[src/rtl/pd_balance.sv]
module pd_balance #(
  parameter int GAIN_W   = 8,
  parameter int CMD_W    = 16,
  parameter int PWM_FULL = 1000,
  localparam int MAG_W   = $clog2(PWM_FULL + 1)
) (
  input  logic              clk,
  input  logic              rst_n,
  input  logic              sample_valid,
  input  logic [7:0]        ang_int,
  input  logic [7:0]        ang_frac,
  input  logic [14:0]       setpoint,
  input  logic [GAIN_W-1:0] kp,
  input  logic [GAIN_W-1:0] kd,
  output logic [CMD_W-1:0]  cmd_out,
  output logic              cmd_valid,
  output logic              dir_out,
  output logic [MAG_W-1:0]  mag_out
);
  localparam int ANG_W = 15;
  localparam int ERR_W = ANG_W + 1;
  localparam int DIF_W = ERR_W + 1;
  localparam int P_W   = ERR_W + GAIN_W + 1;
  localparam int D_W   = DIF_W + GAIN_W + 1;
  localparam int SUM_W = D_W + 1;
  localparam logic signed [SUM_W-1:0] CMAX = SUM_W'((64'sd1 <<< (CMD_W - 1)) - 64'sd1);
  localparam logic signed [SUM_W-1:0] CMIN = -CMAX - SUM_W'(1);
  localparam logic [CMD_W:0] FULL_C = (CMD_W + 1)'(PWM_FULL);

  typedef enum logic {WAIT_FIRST, TRACK} dstate_t;
  dstate_t dstate;

  logic [ANG_W-1:0]        ang;
  logic signed [ERR_W-1:0] err, prev_err;
  logic signed [DIF_W-1:0] diff;
  logic signed [P_W-1:0]   pterm;
  logic signed [D_W-1:0]   dterm;
  logic signed [SUM_W-1:0] sum;
  logic [CMD_W-1:0]        cmd_next;
  logic [CMD_W:0]          cmd_abs;

  assign ang   = ANG_W'(ang_int) * ANG_W'(100) + ANG_W'(ang_frac);
  assign err   = $signed({1'b0, ang}) - $signed({1'b0, setpoint});
  assign diff  = (dstate == TRACK) ? (DIF_W'(err) - DIF_W'(prev_err)) : '0;
  assign pterm = P_W'(err) * P_W'($signed({1'b0, kp}));
  assign dterm = D_W'(diff) * D_W'($signed({1'b0, kd}));
  assign sum   = SUM_W'(pterm) + SUM_W'(dterm);

  always_comb begin
    if (sum > CMAX)      cmd_next = CMAX[CMD_W-1:0];
    else if (sum < CMIN) cmd_next = CMIN[CMD_W-1:0];
    else                 cmd_next = sum[CMD_W-1:0];
  end

  always_ff @(posedge clk or negedge rst_n) begin
    if (!rst_n) begin
      cmd_out   <= '0;
      cmd_valid <= 1'b0;
      prev_err  <= '0;
      dstate    <= WAIT_FIRST;
    end else begin
      cmd_valid <= sample_valid;
      if (sample_valid) begin
        cmd_out  <= cmd_next;
        prev_err <= err;
        dstate   <= TRACK;
      end
    end
  end

  assign dir_out = cmd_out[CMD_W-1];
  assign cmd_abs = dir_out ? ((CMD_W + 1)'(0) - {1'b1, cmd_out}) : {1'b0, cmd_out};
  assign mag_out = (cmd_abs > FULL_C) ? MAG_W'(PWM_FULL) : cmd_abs[MAG_W-1:0];

  AST_HOLD_IDLE: assert property (@(posedge clk) disable iff (!rst_n)
    !sample_valid |=> $stable(cmd_out));
  AST_MAG_LIMIT: assert property (@(posedge clk) disable iff (!rst_n)
    (CMD_W + 1)'(mag_out) <= FULL_C);
  AST_ZERO_CMD: assert property (@(posedge clk) disable iff (!rst_n)
    (cmd_out == '0) |-> (mag_out == '0 && !dir_out));
  AST_MAG_MATCH: assert property (@(posedge clk) disable iff (!rst_n)
    (!dir_out && {1'b0, cmd_out} <= FULL_C) |-> ((CMD_W + 1)'(mag_out) == {1'b0, cmd_out}));
  AST_VALID_AFTER: assert property (@(posedge clk) disable iff (!rst_n)
    cmd_valid |=> !cmd_valid || $past(sample_valid));
endmodule

[config.mk]
export PLATFORM = sky130hd
export DESIGN_NAME = pd_balance
export DESIGN_NICKNAME = d
export VERILOG_FILES = /design/src/rtl/pd_balance.sv
export SDC_FILE = /design/constraint.sdc
export NUM_CORES = 1
export LEC_CHECK = 0
export BUFFER_PORTS_ARGS = -buffer_cell sky130_fd_sc_hd__buf_4
export CORE_ASPECT_RATIO = 0.8
export CORE_MARGIN = 4
export CORE_UTILIZATION = 55
export DETAILED_ROUTE_END_ITERATION = 7
export GPL_TIMING_DRIVEN = 0
export PLACE_DENSITY = 0.77
export SKIP_CTS_REPAIR_TIMING = 1
export SLEW_MARGIN = 30
export SYNTH_ARGS = -nofsm -noshare
export SYNTH_HDL_FRONTEND = slang
export SYNTH_SLANG_ARGS = --single-unit
[constraint.sdc]
create_clock -name clk -period 8.12 [get_ports clk]
set_input_delay 0.812 -clock clk [delete_from_list [all_inputs] [get_ports clk]]
set_output_delay 0.812 -clock clk [all_outputs]
set_load 0.03 [all_outputs]
; Word level (Yosys, flattened, before mapping)
; Index checks and enable logic that the tools add are counted.
[classes]
add_sub_neg = 5
order_cmp = 3
multipliers = 3
mux = 5
[op_table]
columns = op, count
row1 = 17-bit 2-to-1 mux, 2
row2 = 16-bit 2-to-1 mux, 2
row3 = 25-bit by 26-bit adder with 27-bit output, 1
row4 = 27-bit by 16-bit greater-than comparator with 1-bit output (second input constant), 1
row5 = 27-bit by 16-bit < comparator with 1-bit output (second input constant), 1
row6 = 17-bit by 9-bit multiplier with 26-bit output, 1
row7 = 16-bit by 9-bit multiplier with 25-bit output, 1
row8 = 17-bit by 10-bit greater-than comparator with 1-bit output (second input constant), 1
row9 = 1-bit by 17-bit subtractor with 17-bit output (first input constant), 1
row10 = 16-bit by 16-bit subtractor with 17-bit output, 1
row11 = 15-bit by 15-bit subtractor with 16-bit output, 1
row12 = 15-bit by 8-bit adder with 15-bit output, 1
row13 = 8-bit by 5-bit multiplier with 13-bit output (second input constant), 1
row14 = 10-bit 2-to-1 mux, 1
[word_totals]
in_bits = 50
regBits = 34
word_cells = 20
output_inout_bits = 28

; Logic depth before layout (Yosys ltp)
; Gate-level depths: netlist of run 1.
[logic_depth]
depth_word = 10
mapped_depth = 48
ltp_nobuf = 47

; Least setup slack after synthesis of run 1
; Ideal clock, no wire load.
[synth_path]
kind = in2reg
startpoint = input port ang_int[1]
endpoint = register cmd_out[5]
cell_stages = 41
setup_ns = 0.129
required_ns = 7.991
arrival_ns = 11.212
n_path_buf = 4
slack_ns = -3.221
path_cell_list = ha_1 -> ha_1 -> ha_1 -> fa_1 -> ha_1 -> a21oi_1 -> xnor2_1 -> ha_1 -> nand3_1 -> nand2_1 -> a41o_1 -> o211ai_1 -> o21ai_0 -> a31oi_1 -> clkbuf_1 -> ha_1 -> buf_1 -> nand3_1 -> [5 not listed] -> inv_1 -> fa_1 -> fa_1 -> fa_1 -> fa_1 -> inv_1 -> fa_1 -> inv_1 -> ha_1 -> buf_4 -> and4_1 -> a2111o_1 -> o2111ai_1 -> nand4b_1 -> or3_1 -> o41ai_4 -> buf_6 -> o22ai_1
[synth_between]
elab_chain_len = 10
elab_cells_between_ends = 12
cone_classes = add/sub (4) / mul (3) / order compare (2) / mux (3)
[synth_lines]
columns = item, line
row1 = from (decl), 10  ; input logic [7:0] ang_int,
row2 = 8-bit by 5-bit multiplier with 13-bit output *, 42  ; assign ang = ANG_W'(ang_int) * ANG_W'(100) + ANG_W'(ang_frac);
row3 = 15-bit by 8-bit adder with 15-bit output *, 42
row4 = 15-bit by 15-bit subtractor with 16-bit output *, 43  ; assign err = $signed({1'b0, ang}) - $signed({1'b0, setpoint});
row5 = via err[15], 34  ; logic signed [ERR_W-1:0] err, prev_err;
row6 = 16-bit by 16-bit subtractor with 17-bit output, 44  ; assign diff = (dstate == TRACK) ? (DIF_W'(err) - DIF_W'(prev_err)) : '0;
row7 = 17-bit 2-to-1 mux, 44
row8 = 17-bit by 9-bit multiplier with 26-bit output, 46  ; assign dterm = D_W'(diff) * D_W'($signed({1'b0, kd}));
row9 = 25-bit by 26-bit adder with 27-bit output *, 47  ; assign sum = SUM_W'(pterm) + SUM_W'(dterm);
row10 = 27-bit by 16-bit < comparator with 1-bit output, 51  ; else if (sum < CMIN) cmd_next = CMIN[CMD_W-1:0];
row11 = 16-bit 2-to-1 mux, 51
row12 = 16-bit 2-to-1 mux *, 50  ; if (sum > CMAX) cmd_next = CMAX[CMD_W-1:0];
row13 = to (signal assigned), 64  ; cmd_out <= cmd_next;
row14 = to (decl), 15  ; output logic [CMD_W-1:0] cmd_out,
; Mark *: on every way through the listed nets, which the timed path passes. The rest lies on a longest branch.
; A chain may end at the register's enable or synchronous reset.

; Final worst setup path of run 1
[layout_path]
startpoint = input port ang_int[1]
endpoint = register cmd_out[4]
; The elaborated chain is that of the path after synthesis.

==> results of run 1 <==
cell families after synthesis:
kind of cell | after synthesis
compound gates | 229
simple gates | 515
mux | 7
fa+ha+maj | 421
xor+xnor | 91
buf+inv | 396
flops | 34
flip-flops by register name, indices dropped and copies added (netlist names):
register and cells:
cmd_out 16, cmd_valid 1, dstate 1, prev_err 16
layer usage:
layer	up-vias	track usage (%)
li1	5639	-
met1	6202	38.9
met2	470	42.9
met3	47	4.18
met4	0	5.44
met5	-	0
Yosys cell counts (all sizes together) (7+ instances only):
library cell	number	area, um2
or3	15	100
and3	54	338
a211oi	10	80.1
o21bai	7	52.6
ha	166	2080
fa	255	5100
nand4	9	56.3
and2	76	475
xor2	29	254
nand2	178	668
o211ai	11	87.6
dfrtp	34	851
a31oi	7	43.8
clkbuf	38	145
o22ai	16	100
nand3	35	175
nor3	20	110
xnor2	59	517
buf	9	71.3
o21ai	63	315
or2	12	75.1
nand2b	13	81.3
nor2b	16	100
inv	347	1300
nor2	62	233
a21o	19	145
a21oi	55	275
worst reg2reg max path: cells and delay by family, from the launching register on:
kind            cells  cell delay (ns)
mux                 1             0.23
compound gates     11             2.72
xor+xnor            1             0.52
buf+inv             6             0.58
fa+ha+maj           8             3.67
simple gates        5             1.02
flops               1             0.32
metrics by stage:
step | setup WS (ns) | cell area, um2 | utilization (%) | cells | TNS, ns
2_1_floorplan | -2.73 | 15000 | - | 1693 | -42.22
3_3_place_gp | -4.26 | 16000 | 61.3 | 2124 | -66.20
3_5_place_dp | -4.33 | 16100 | 61.4 | 2124 | -67.26
4_1_cts | -4.07 | 16200 | 62.0 | 2132 | -63.04
5_1_grt | -3.60 | 17300 | 66.0 | 2168 | -56.59
6_report | -3.26 | 17300 | 66.0 | 2168 | -51.22
worst min-delay path by stage:
stage	slack [ns]	startpoint	endpoint
6_report	0.49	rst_n	cmd_out[6]
5_1_grt	0.53	rst_n	cmd_out[3]
4_1_cts	0.50	rst_n	cmd_out[9]
3_5_place_dp	0.50	prev_err[13]	prev_err[13]
3_3_place_gp	0.47	prev_err[0]	prev_err[0]
2_1_floorplan	0.46	prev_err[0]	prev_err[0]
area by class of cell:
| cell class | instances | area [um2] |
|---|---|---|
| Fill cell | 2066 | 8910 |
| Buffer | 47 | 260 |
| Tap cell | 357 | 447 |
| Timing Repair Buffer | 112 | 908 |
| Inverter | 347 | 1300 |
| Multi-Input combinational cell | 1263 | 13400 |
| Sequential cell | 34 | 851 |
| Clock inverter | 2 | 12.5 |
| Clock buffer | 6 | 139 |
==> flow_summary.json, run 1 <==
{
  "synthAdderAreaFrac_pct": 49.2,
  "async_flop_share_pct": 100,
  "vias_per_cell": 5.70,
  "drive_above_1_share_pct": 17.1,
  "max-slew-margin-rel_pct": 29.9,
  "top_layer": "met4",
  "rr_endpoint": "cmd_out[4]",
  "fin_skew_ns": 0.00400,
  "cts_tree": "done",
  "finalWorstSetupSlack_ns": -3.26,
  "worstSetupEndpointType": "register",
  "dieArea_um2": 29200,
  "antenna_cells": 0,
  "synth.avg_cell_area_um2": 8.63,
  "finalCriticalPeriod_ns": 11.38,
  "worstSetupEndpoint": "cmd_out[4]",
  "dr_wl_met3_um": 3350,
  "die_w_um": 190,
  "m1WireLength_um": 16400,
  "initial_utilization_pct": 55.8,
  "reg2reg_slack_ns": -1.06,
  "pin_count": 78,
  "synth-warning-count": 0,
  "synth_flop_cell": "dfrtp_1",
  "status": "finished with violations",
  "r2r-start": "prev_err[1]",
  "drc": 0,
  "path_depth": 44,
  "dp_hpwl_um": 31900,
  "gr-total-overflow": 0,
  "cp.arrival_ns": 11.55,
  "reg2reg_depth": 32,
  "synth_top_family_by_area": "adder cells",
  "drtIter0Drc": 921,
  "clock-root-buffer": "clkbuf_16",
  "rsz0062_at_grt": "true",
  "grtUsageTotal_pct": 26.7,
  "finalSetupViolations": 16,
  "final.period_utilization_pct": 140,
  "synth_cells": 1693,
  "synth_cell_types": 76,
  "die_h_um": 154,
  "numClockSinks": 34,
  "max_freq_mhz": 87.8,
  "critPathLaunch": "ang_int[1]",
  "clock_latency_ns": 0.30,
  "critPathBufInv": 7,
  "synth_area_um2": 14600,
  "cts_buffer_depth": 2,
  "yosysSeqAreaShare_pct": 5.82,
  "wl_um": 39100,
  "required_ns": 8.29,
  "critPathSlowestCell": "fa_2",
  "io_buffers": 74,
  "criticalPathCategory": "input pin to register",
  "synth_seq_cells": 34,
  "antenna_found_initial": 0,
  "crit_path_start_kind": "input pin",
  "synthSimpleGateAreaFrac_pct": 18.0,
  "hold_viol_final": 0,
  "drv_slew": 0,
  "slowest_delay_ns": 0.57,
  "violations": "negative setup slack",
  "via_count": 12358,
  "grt_max_degree": 35,
  "crit_family": "adder cells",
  "layout_common_cells": "inv_1 (337), fa_1 (251), nand2_1 (169)",
  "final_nets": 2281,
  "synth_compound_area_share_pct": 10.3,
  "synth_xor_area_share_pct": 5.74,
  "cp_max_fo": 7,
  "tightest_slew_ns": 1.05,
  "cap_viol_max_count": 0,
  "gp_congestion": 0.951,
  "wire_per_inst_um": 18.0,
  "syn_nets": 2164,
  "hold_slack_ns": 0.487,
  "firstDrtPassIters": 6,
  "min_path_type": "input pin to asynchronous set/reset pin",
  "ant_nets": 0,
  "clk_pin_slew_ns": 0.06,
  "synth.area.mux_share_pct": 0.514,
  "area_delta_synth_final_pct": 18.3,
  "met2WireLength_um": 18600,
  "final_common_cell": "inv_1",
  "cts_buffers": 5,
  "synth_edf_count": 0,
  "grt_pass1_vias": 12296,
  "htree_levels": 2,
  "grt_pass1_wl_um": 62900,
  "core.rowCount": 53,
  "placeableCoreArea_um2": 26200
}
Power of run 1 is not shown: default switching activity piles up to over one toggle a cycle in this logic, so the estimate is an artifact.
==> run 2, diff against run 1 <==
Settings changed: GPL_TIMING_DRIVEN 0 to not set.
==> flow_summary.json, run 2 (same netlist as run 1, synthesis figures left out) <==
{
  "cts_tree": "done",
  "final.period_utilization_pct": 140,
  "rsz0062_at_grt": "true",
  "max-slew-margin-rel_pct": 53.9,
  "hold_slack_ns": 0.503,
  "wl_um": 40000,
  "fin_skew_ns": 0.00633,
  "gp_congestion": 0.937,
  "min_path_type": "input pin to asynchronous set/reset pin",
  "hold_viol_final": 0,
  "clk_pin_slew_ns": 0.06,
  "die_h_um": 154,
  "numClockSinks": 34,
  "dieArea_um2": 29200,
  "cap_viol_max_count": 0,
  "violations": "negative setup slack",
  "vias_per_cell": 5.54,
  "drc": 0,
  "crit_family": "adder cells",
  "final_common_cell": "buf_4",
  "worstSetupEndpointType": "register",
  "critPathBufInv": 12,
  "cp_common_cell": "fa_1",
  "cts_buffer_depth": 2,
  "final_nets": 2477,
  "finalWorstSetupSlack_ns": -3.24,
  "grt_pass1_wl_um": 64900,
  "criticalPathCategory": "input pin to register",
  "finalCriticalPeriod_ns": 11.36,
  "status": "finished with violations",
  "dp_hpwl_um": 32000,
  "critPathSlowestCell": "fa_1",
  "core.rowCount": 53,
  "path_depth": 48,
  "antenna_cells": 0,
  "crit_path_start_kind": "input pin",
  "grt_max_degree": 58,
  "placeableCoreArea_um2": 26200,
  "drive_above_1_share_pct": 26.7,
  "tightest_slew_ns": 0.691,
  "area_delta_synth_final_pct": 28.0,
  "initial_utilization_pct": 55.8,
  "required_ns": 8.29,
  "via_count": 13094,
  "clock_latency_ns": 0.30,
  "cp_max_fo": 7,
  "clock-root-buffer": "clkbuf_16",
  "cts_buffers": 5,
  "ant_nets": 0,
  "cp.arrival_ns": 11.53,
  "antenna_found_initial": 0,
  "grtUsageTotal_pct": 26.7,
  "die_w_um": 190,
  "top_regs": "cmd_out: 16 flops, prev_err: 16 flops",
  "layout_common_cells": "buf_4 (341), inv_1 (335), fa_1 (253)",
  "drv_slew": 0,
  "gr-total-overflow": 0,
  "wire_per_inst_um": 16.9,
  "firstDrtPassIters": 5,
  "htree_levels": 2,
  "grt_pass1_vias": 13604,
  "slowest_delay_ns": 0.56,
  "reg2reg_depth": 36,
  "drtIter0Drc": 942,
  "io_buffers": 77,
  "finalSetupViolations": 16,
  "max_freq_mhz": 88.0,
  "pin_count": 78
}
-- run 2: per-stage QoR --
| step | setup TNS (ns) | cell area, um2 | std cells | setup WS (ns) | utilization [%] |
|---|---|---|---|---|---|
| 5_1_grt | -57.00 | 18700 | 2364 | -3.60 | 71.4 |
| 3_5_place_dp | -57.79 | 17700 | 2322 | -3.68 | 67.4 |
| 4_1_cts | -53.28 | 17800 | 2330 | -3.40 | 68.0 |
| 6_report | -51.26 | 18700 | 2364 | -3.24 | 71.4 |
| 2_1_floorplan | -42.22 | 15000 | 1693 | -2.73 | - |
| 3_3_place_gp | -54.15 | 17700 | 2322 | -3.43 | 67.4 |
-- run 2: per-layer routing --
layer  routed length, um  vias to the layer above  track usage, %
met5                   0                        -               0
met2               19600                      499            44.8
met1               16700                     6460            37.0
li1                    -                     6018               -
met4                1180                        0            7.79
met3                2490                      117            2.93
-- run 2: layout make-up --
type                       instances  area, um2
multi-input combinational       1263      13200
clock inverter                     1       5.00
sequential                        34        851
tap                              357        447
clock buffer                       7        143
timing repair buffer             355       2750
inverter                         347       1300
fill                            1887       7490
-- run 2: path summary, 6_finish.rpt --
kind | slack [ns] | endpoint | startpoint
max in group asynchronous | 7.23 | prev_err[7] | rst_n
min in group clk | 0.51 | prev_err[15] | prev_err[15]
worst max register to register | -0.85 | cmd_out[7] | prev_err[0]
worst min-delay path | 0.50 | cmd_out[0] | rst_n
worst min register to register | 0.51 | prev_err[15] | prev_err[15]
worst max-delay path | -3.24 | cmd_out[7] | ang_int[2]
-- run 2: worst reg2reg max path, delay by kind of cell (launching register included) --
kind                     cells  cell delay, ns
flip-flops                   1            0.36
adder cells (fa/ha/maj)      9            3.91
AND/OR/NAND/NOR              4            0.78
XOR/XNOR                     2            0.35
buffers and inverters       10            1.12
AO/OA/AOI/OAI               11            2.32
Power of run 2 is left out for the same reason.
